## config.mk

```make
export PLATFORM = sky130hd
export DESIGN_NAME = burst_read_seq
export DESIGN_NICKNAME = d
export VERILOG_FILES = /design/src/rtl/burst_pkg.sv /design/src/rtl/burst_cfg_reg.sv /design/src/rtl/burst_addr_next.sv /design/src/rtl/burst_read_seq.sv
export SDC_FILE = /design/constraint.sdc
export NUM_CORES = 1
export LEC_CHECK = 0
export BUFFER_PORTS_ARGS = -buffer_cell sky130_fd_sc_hd__clkbuf_2
export CAP_MARGIN = 10
export CORE_ASPECT_RATIO = 2
export CORE_MARGIN = 1.5
export CORE_UTILIZATION = 56
export DETAILED_ROUTE_END_ITERATION = 8
export PLACE_DENSITY = 0.88
export SYNTH_ARGS = -nofsm -noshare
export SYNTH_HDL_FRONTEND = slang
export SYNTH_SLANG_ARGS = --single-unit
```

## constraint.sdc

```tcl
create_clock -name clk_i -period 5.05 [get_ports clk_i]
set_input_delay 0.7575 -clock clk_i [delete_from_list [all_inputs] [get_ports clk_i]]
set_output_delay 0.7575 -clock clk_i [all_outputs]
set_load 0.02 [all_outputs]
```

## src/rtl/burst_pkg.sv

```systemverilog
package burst_pkg;
  typedef enum logic [1:0] {
    MODE_ASYNC = 2'd0,
    MODE_CONT  = 2'd1,
    MODE_LIN8  = 2'd2,
    MODE_LIN16 = 2'd3
  } rd_mode_e;

  typedef enum logic [2:0] {
    ST_IDLE,
    ST_ALATCH,
    ST_ADATA,
    ST_BLAT,
    ST_BDATA,
    ST_BWAIT
  } seq_st_e;
endpackage

```

## src/rtl/burst_cfg_reg.sv

```systemverilog
module burst_cfg_reg
  import burst_pkg::*;
#(
  parameter int DUMW      = 4,
  parameter int MIN_DUMMY = 2
) (
  input  logic            clk_i,
  input  logic            rst_ni,
  input  logic            we_i,
  input  logic [1:0]      mode_i,
  input  logic            wrap_i,
  input  logic [DUMW-1:0] dummy_i,
  output rd_mode_e        mode_o,
  output logic            wrap_o,
  output logic [DUMW-1:0] dummy_o
);
  localparam logic [DUMW-1:0] DMIN = DUMW'(MIN_DUMMY);
  localparam logic [DUMW-1:0] DMAX = {DUMW{1'b1}};

  always_ff @(posedge clk_i or negedge rst_ni) begin
    if (!rst_ni) begin
      mode_o  <= MODE_ASYNC;
      wrap_o  <= 1'b0;
      dummy_o <= DMAX;
    end else if (we_i) begin
      mode_o  <= rd_mode_e'(mode_i);
      wrap_o  <= wrap_i;
      dummy_o <= (dummy_i < DMIN) ? DMIN : dummy_i;
    end
  end
endmodule

```

## src/rtl/burst_addr_next.sv

```systemverilog
module burst_addr_next
  import burst_pkg::*;
#(
  parameter int AW        = 23,
  parameter int SMALL_BLK = 8,
  parameter int BIG_BLK   = 128
) (
  input  logic [AW-1:0] cur_i,
  input  rd_mode_e      mode_i,
  input  logic          wrap_i,
  output logic [AW-1:0] nxt_o,
  output logic          small_bnd_o,
  output logic          big_bnd_o
);
  localparam int SMALL_LG = $clog2(SMALL_BLK);
  localparam int BIG_LG   = $clog2(BIG_BLK);

  logic [AW-1:0] inc;
  logic [AW-1:0] grp_mask;
  logic          lin;

  assign inc      = cur_i + AW'(1);
  assign lin      = (mode_i == MODE_LIN8) || (mode_i == MODE_LIN16);
  assign grp_mask = (mode_i == MODE_LIN8) ? AW'(7) : AW'(15);

  always_comb begin
    if (lin && wrap_i) nxt_o = (cur_i & ~grp_mask) | (inc & grp_mask);
    else               nxt_o = inc;
  end

  assign small_bnd_o = &cur_i[SMALL_LG-1:0];
  assign big_bnd_o   = &cur_i[BIG_LG-1:0];
endmodule

```

## src/rtl/burst_read_seq.sv

```systemverilog
module burst_read_seq
  import burst_pkg::*;
#(
  parameter int AW        = 23,
  parameter int DW        = 16,
  parameter int DUMW      = 4,
  parameter int MIN_DUMMY = 2,
  parameter int BND_LO    = 5,
  parameter int BND_HI    = 10,
  parameter int SMALL_BLK = 8,
  parameter int BIG_BLK   = 128
) (
  input  logic            clk_i,
  input  logic            rst_ni,
  input  logic            ce_ni,
  input  logic            we_ni,
  input  logic            oe_ni,
  input  logic            adv_ni,
  input  logic [AW-1:0]   ad_i,
  output logic [DW-1:0]   ad_o,
  output logic            ad_oe_o,
  output logic            rdy_o,
  input  logic            cfg_we_i,
  input  logic [1:0]      cfg_mode_i,
  input  logic            cfg_wrap_i,
  input  logic [DUMW-1:0] cfg_dummy_i,
  output logic [AW-1:0]   mem_addr_o,
  input  logic [DW-1:0]   mem_data_i
);
  localparam int CNT_W = DUMW + 2;
  localparam int WRD_W = 4;

  rd_mode_e        cfg_mode;
  logic            cfg_wrap;
  logic [DUMW-1:0] cfg_dummy;

  seq_st_e          st_q;
  logic [AW-1:0]    addr_q;
  logic [CNT_W-1:0] cnt_q;
  logic [WRD_W-1:0] words_q;
  logic             pend_q;

  logic [AW-1:0]    nxt_addr;
  logic             small_bnd, big_bnd;
  logic             lin, bnd_en, last_word, start_ok;
  logic [CNT_W-1:0] lat_init;
  logic [WRD_W-1:0] len_m1;

  burst_cfg_reg #(.DUMW(DUMW), .MIN_DUMMY(MIN_DUMMY)) i_cfg (
    .clk_i   (clk_i),
    .rst_ni  (rst_ni),
    .we_i    (cfg_we_i),
    .mode_i  (cfg_mode_i),
    .wrap_i  (cfg_wrap_i),
    .dummy_i (cfg_dummy_i),
    .mode_o  (cfg_mode),
    .wrap_o  (cfg_wrap),
    .dummy_o (cfg_dummy)
  );

  burst_addr_next #(.AW(AW), .SMALL_BLK(SMALL_BLK), .BIG_BLK(BIG_BLK)) i_next (
    .cur_i       (addr_q),
    .mode_i      (cfg_mode),
    .wrap_i      (cfg_wrap),
    .nxt_o       (nxt_addr),
    .small_bnd_o (small_bnd),
    .big_bnd_o   (big_bnd)
  );

  assign lin       = (cfg_mode == MODE_LIN8) || (cfg_mode == MODE_LIN16);
  assign len_m1    = (cfg_mode == MODE_LIN8) ? WRD_W'(7) : WRD_W'(15);
  assign last_word = lin && (words_q == len_m1);
  assign bnd_en    = (cfg_mode == MODE_CONT) &&
                     (cfg_dummy >= DUMW'(BND_LO)) && (cfg_dummy <= DUMW'(BND_HI));
  // total initial wait = dummy + start offset inside the 4-word group
  assign lat_init  = CNT_W'(cfg_dummy) + CNT_W'(ad_i[1:0]) - CNT_W'(1);
  assign start_ok  = !adv_ni && we_ni;

  always_ff @(posedge clk_i or negedge rst_ni) begin
    if (!rst_ni) begin
      st_q    <= ST_IDLE;
      addr_q  <= '0;
      cnt_q   <= '0;
      words_q <= '0;
      pend_q  <= 1'b0;
    end else if (ce_ni) begin
      st_q <= ST_IDLE;
    end else begin
      case (st_q)
        ST_IDLE, ST_ADATA: begin
          if (start_ok) begin
            addr_q  <= ad_i;
            words_q <= '0;
            if (cfg_mode == MODE_ASYNC) begin
              st_q <= ST_ALATCH;
            end else begin
              st_q  <= ST_BLAT;
              cnt_q <= lat_init;
            end
          end
        end
        ST_ALATCH: begin
          if (!adv_ni) addr_q <= ad_i;
          else         st_q   <= ST_ADATA;
        end
        ST_BLAT: begin
          if (cnt_q == '0) st_q  <= ST_BDATA;
          else             cnt_q <= cnt_q - CNT_W'(1);
        end
        ST_BDATA: begin
          if (last_word) begin
            st_q <= ST_IDLE;
          end else begin
            addr_q  <= nxt_addr;
            words_q <= words_q + WRD_W'(1);
            if (bnd_en && small_bnd) begin
              st_q   <= ST_BWAIT;
              pend_q <= big_bnd;
            end
          end
        end
        ST_BWAIT: begin
          if (pend_q) pend_q <= 1'b0;
          else        st_q   <= ST_BDATA;
        end
        default: st_q <= ST_IDLE;
      endcase
    end
  end

  assign mem_addr_o = addr_q;
  assign ad_o       = mem_data_i;
  assign ad_oe_o    = !ce_ni && !oe_ni && ((st_q == ST_ADATA) || (st_q == ST_BDATA));
  assign rdy_o      = !((st_q == ST_BLAT) || (st_q == ST_BWAIT));
endmodule

```

==> results of run 1 <==
-- critical path: cells and delay by family, from the launching register on --
kind	cells	cell delay, ns
simple gates	2	0.97
compound gates	3	0.96
flops	1	0.62
-- registers in the layout (all words and copies together) (netlist names), named ones only --
signal	count
cnt_q	6
i_cfg.dummy_o	4
i_cfg.mode_o	2
i_cfg.wrap_o	1
mem_addr_o	22
pend_q	1
st_q	3
words_q	4
-- routing by layer --
metal | wire [um] | global-route usage [%]
met5 | 0 | 0
met2 | 4720 | 53.2
met3 | 518 | 6.00
met1 | 2960 | 29.5
met4 | 527 | 19.2
-- kinds of logic after synthesis --
| kind of cell | Yosys count |
|---|---|
| AOI/OAI and AO/OA | 115 |
| xor gates and xnor gates | 4 |
| adders and majority gates | 14 |
| buffers and inverters | 55 |
| DFF | 44 |
| muxes | 6 |
| and+or+nand+nor | 131 |
-- how the worst max path moves through the flow --
stage             from             end  slack, ns  cells after the start
2_1_floorplan    ce_ni         ad_oe_o       2.49                      2
3_3_place_gp    adv_ni  mem_addr_o[18]       2.45                      6
3_5_place_dp    adv_ni  mem_addr_o[18]       2.35                      6
4_1_cts        st_q[2]  mem_addr_o[21]       2.38                      5
5_1_grt        st_q[2]  mem_addr_o[21]       2.22                      5
6_report       st_q[2]  mem_addr_o[21]       2.39                      5
-- metrics by stage --
step	std cells	setup slack, ns
floorplan	369	2.49
global placement	456	2.45
detailed placement	456	2.35
CTS	464	2.38
global route	465	2.22
finish	465	2.39
-- cells in the final DEF, fill, tap and decap left out, types with 2 or more instances in the layout --
master / synthesis / final
a211o_1: 2 / 2
a21o_1: 3 / 3
a21oi_1: 25 / 25
a22o_1: 5 / 5
a22oi_1: 4 / 4
a31oi_1: 3 / 3
a32oi_1: 3 / 3
and3_1: 5 / 5
bufinv_16: 0 / 3
clkbuf_2: 0 / 61
clkbuf_8: 2 / 5
dfrtp_1: 40 / 40
dfstp_2: 4 / 4
ha_1: 13 / 13
inv_1: 20 / 20
mux2_2: 4 / 4
mux2i_1: 2 / 2
nand2_1: 36 / 36
nand2b_1: 3 / 3
nand3_1: 26 / 26
nand3b_1: 2 / 2
nand4_1: 3 / 3
nor2_1: 18 / 18
nor3_1: 13 / 13
nor4_1: 8 / 8
o211ai_1: 9 / 9
o21ai_0: 23 / 23
o21ai_1: 4 / 4
o2bb2ai_1: 14 / 14
o31ai_1: 4 / 4
or2_2: 3 / 3
or3_1: 3 / 3
or4_1: 2 / 2
xor2_1: 2 / 2
-- area by class of cell --
| type | count | area [um2] | area share [%] |
|---|---|---|---|
| repair buffers | 63 | 333 | 9.45 |
| multi-input cells | 270 | 1780 | 50.4 |
| clock inverters | 3 | 90.1 | 2.56 |
| clock buffers | 5 | 68.8 | 1.95 |
| well taps | 60 | 75.1 | 2.13 |
| inverters | 20 | 75.1 | 2.13 |
| flip-flops and latches | 44 | 1110 | 31.4 |
-- power by group --
group	switching, mW	internal [mW]
logic	0.208	0.143
registers	0.109	0.425
clock network	0.143	0.248
total	0.459	0.816
==> reports/qor.csv, run 1 <==
metric,value,unit
critPathCaptureType,flop,
fillers,476,
max_freq,376,MHz
via_count,3080,
syn_to_final_growth,10.0,%
synth_area_leader_cell,dfrtp_1,
clk_pin_slew,0.09,ns
synth.yosys.seq_area_share,34.5,%
fin_area,0.00352,mm2
grt_pass1_vias,3062,
wl_per_cell,18.8,um
path_class,reg -> reg,
p_total,1.28,mW
gp_congestion,0.922,
die_w,56.5,um
powerDensity,362,mW/mm2
nets,471,
yosys_warnings,0,
grt_first_pass_wirelength,14.1,mm
worstSkewPairLatency,0.33,ns
drt_iter0_drc,211,
portBuffers,61,
critPathRequiredTime,5.26,ns
drc,0,
postSynthCellCount,369,
fin_crit,2.66,ns
postRouteAntennaNets,0,
synth_fa_ha_area_share,5.71,%
rows,38,
placed_area,0.00334,mm2
fin_skew,0.0156,ns
start_util,58.6,%
ir_drop,330,uV
worst_slew_pin_slew,0.904,ns
crit_slowest_cell,dfrtp_1,
r2r-end,mem_addr_o[21],
via_per_inst,6.62,
rsz0062_at_grt,no,
diodes,0,
slew_violations,0,
hold_path_class,in -> async,
yosys.cell_count.top_type,dfrtp_1,
slowest_delay,0.62,ns
clock_path_buffers,2,
cts_tree,yes,
wl,8.72,mm
async_flop_share,100,%
grt-ovfl-total,0,
syn_area,0.00320,mm2
final_util,64.4,%
synthFlopType,dfrtp_1,
setup_viol,0,
synth-seq-cells,44,
muxShareOfSynthArea,2.03,%
rrSetupSlack,2.39,ns
cts_resized,0,
crit_chain,nor3b_4 -> nand2_1 -> o22a_1 -> o311a_1 -> o32a_1,
status,"complete, no violations",
dp.final_hpwl,6.29,mm
dieHeight,110,um
period_share,52.7,%
first_pass_iters,4,
numCtsBuffers,5,
synth_area_leaders,"dfrtp_1 31%, ha_1 5.1%, buf_4 4.5%, nand2_1 4.2%, nand3_1 4.1%",
drv_cap,0,
ioPinCount,94,
drive_gt1_share,22.7,%
synth_nets,436,
clock_sinks,44,
core,0.00547,mm2
yosys.area_share.simple,21.3,%
cts_hold_buf,0,
r2r_start,st_q[2],
cts_setup_buffers,0,
htreeDepth,2,
die_area,0.00621,mm2
ff2ff_path_depth,5,
synth_common_cells,"40 x dfrtp_1, 36 x nand2_1, 26 x nand3_1, 25 x a21oi_1, 23 x o21ai_0",
antenna_found_initial,0,
clockRootBuffer,clkbuf_8,
worstPathMaxFanout,27,
track_usage,29.3,%
p_leak,1.54,nW
setup.worst_path.start_class,flop,
holdWs,0.297,ns
synth_top_family_by_area,compound AO/OA/AOI/OAI gates,
timing_hold_violations_final,0,
synth_top_cell_area_share,31.3,%
synth_cell_types,64,
critical_path_arrival,2.87,ns
grt_max_degree,45,
avgSynthCellArea,8.68,um2
synth_xor_area_share,1.33,%
relSlewSlack,39.6,%
synth_compound_area_share,25.0,%
fin_setup_tns,0,ns
synth_edf_count,0,
No activity file was read; power rests on OpenSTA's default activity.
==> inputs of run 2 (changes only) <==
--- a/config.mk
+++ b/config.mk
@@ -9,9 +9,9 @@
 export CAP_MARGIN = 10
 export CORE_ASPECT_RATIO = 2
 export CORE_MARGIN = 1.5
-export CORE_UTILIZATION = 56
+export CORE_UTILIZATION = 53
 export DETAILED_ROUTE_END_ITERATION = 8
-export PLACE_DENSITY = 0.88
+export PLACE_DENSITY = 0.85
 export SYNTH_ARGS = -nofsm -noshare
 export SYNTH_HDL_FRONTEND = slang
 export SYNTH_SLANG_ARGS = --single-unit
==> constraint.sdc (replaced) <==
create_clock -name clk_i -period 2.7 [get_ports clk_i]
set_input_delay 0.405 -clock clk_i [delete_from_list [all_inputs] [get_ports clk_i]]
set_output_delay 0.405 -clock clk_i [all_outputs]
set_load 0.02 [all_outputs]
==> run 2 against run 1 <==
  * The flow now finishes with violations (design-rule violations)
  * Clock skew fell by 0.0095 ns
  * Sequential share of layout area decreased by 0.32 points
  * Worst hold slack worse by 0.10 ns
  * Largest cell class unchanged
  * Critical endpoint is now ad_oe_o
  * Worst setup slack worse by 1.9 ns
  * Final area grew 1.0%
  * Flip-flop and latch count did not move
  * Cell count grew 1.7%
==> reports/qor.csv, run 2 (synthesis gave the netlist of run 1 again) <==
metric,value,unit
critical_path_arrival,1.76,ns
die_area,0.00654,mm2
track_usage,28.0,%
worstSkewPairLatency,0.29,ns
drv_cap,0,
portBuffers,61,
via_per_inst,6.51,
r2r_start,st_q[0],
clock_path_buffers,2,
rows,39,
drc,3,
postRouteAntennaNets,0,
layoutNonFillerInstCount,473,
p_total,2.30,mW
cts_resized,0,
fin_area,0.00356,mm2
rsz0062_at_grt,no,
met1_length,2.79,mm
rrSetupSlack,0.54,ns
mostFrequentLayoutCells,"61 x clkbuf_2, 40 x dfrtp_1, 36 x nand2_1",
dp.final_hpwl,6.40,mm
nets,478,
timing_hold_violations_final,0,
syn_to_final_growth,11.2,%
drive_gt1_share,24.0,%
top_layer_used,met4,
grt-ovfl-total,0,
ioPinCount,94,
grt_first_pass_wirelength,14.3,mm
cts_tree,yes,
htreeDepth,2,
die_w,58.0,um
worst_slew_pin_slew,0.689,ns
dp.cells,465,
via_count,3081,
status,"complete, but fails checks",
placed_area,0.00341,mm2
relSlewSlack,54.0,%
largest_reg_flops,22,
critPathRequiredTime,2.30,ns
setup.worst_path.start_class,flop,
dr_wl_met2,4.85,mm
cts_setup_buffers,0,
route.met3.wl,416,um
ff2ff_path_depth,6,
drt_iter0_drc,134,
hold_path_class,in -> async,
p_leak,1.56,nW
period_share,80.1,%
antenna_found_initial,0,
holdWs,0.196,ns
fillers,480,
worstPathMaxFanout,9,
gp_congestion,0.946,
path_class,reg -> out,
r2r-end,cnt_q[3],
wl,8.52,mm
wl_per_cell,18.0,um
diodes,0,
core,0.00576,mm2
clockRootBuffer,clkbuf_16,
violations,design-rule violations,
start_util,55.6,%
clk_pin_slew,0.07,ns
setup_viol,0,
clock_sinks,44,
dieHeight,113,um
fin_setup_tns,0,ns
ir_drop,616,uV
final_common_cell,clkbuf_2,
cts_hold_buf,0,
grt_max_degree,45,
powerDensity,646,mW/mm2
numCtsBuffers,5,
critPathCaptureType,output pin,
fin_crit,2.16,ns
first_pass_iters,8,
slew_violations,0,
fin_skew,0.00610,ns
max_freq,462,MHz
grt_pass1_vias,3068,
-- run 2: cell types whose count changed in the layout (fill, tap and decap cells not counted) --
| cell | change |
|---|---|
| buf_12 | -1 |
| bufinv_16 | -3 |
| buf_4 | +8 |
| clkbuf_16 | +5 |
| clkbuf_8 | -4 |
| clkinvlp_4 | +2 |
-- run 2: worst max-delay path, stage by stage (launching register included) --
cell and delay (ns):
dfrtp_1 0.53, buf_4 0.22, xor2_1 0.20, nor4b_1 0.29, clkbuf_2 0.23
-- run 2: area by class of cell --
cell class	instances	area, um2	area share, %
clock buffers	6	139	3.90
clock inverters	2	15.0	0.422
inverters	20	75.1	2.11
multi-input cells	270	1780	49.9
flip-flops and latches	44	1110	31.1
well taps	61	76.3	2.14
repair buffers	70	373	10.5
-- run 2: how the worst max path moves through the flow --
stage	startpoint	to	cells after the start
2_1_floorplan	i_cfg.dummy_o[1]	cnt_q[3]	10
6_report	st_q[2]	ad_oe_o	4
3_3_place_gp	st_q[1]	mem_addr_o[9]	4
4_1_cts	st_q[1]	mem_addr_o[15]	4
3_5_place_dp	ad_i[1]	cnt_q[3]	11
5_1_grt	st_q[1]	mem_addr_o[6]	4
-- run 2: where the power goes --
part / switching, mW / internal [mW] / total, mW
registers: 0.195 / 0.796 / 0.991
logic: 0.390 / 0.271 / 0.660
clock network: 0.279 / 0.369 / 0.648
total: 0.864 / 1.44 / 2.30
-- run 2: metrics by stage --
stage | utilization (%) | setup WS [ns]
floorplan | - | 0.697
global placement | 59.1 | 0.607
detailed placement | 59.1 | 0.570
CTS | 61.8 | 0.554
global route | 61.8 | 0.331
finish | 61.8 | 0.538
-- run 2: metal layers --
layer	track usage, %	up-vias
met2	50.4	127
met1	28.8	1484
li1	-	1430
met3	3.66	40
met4	18.8	0
met5	0	-
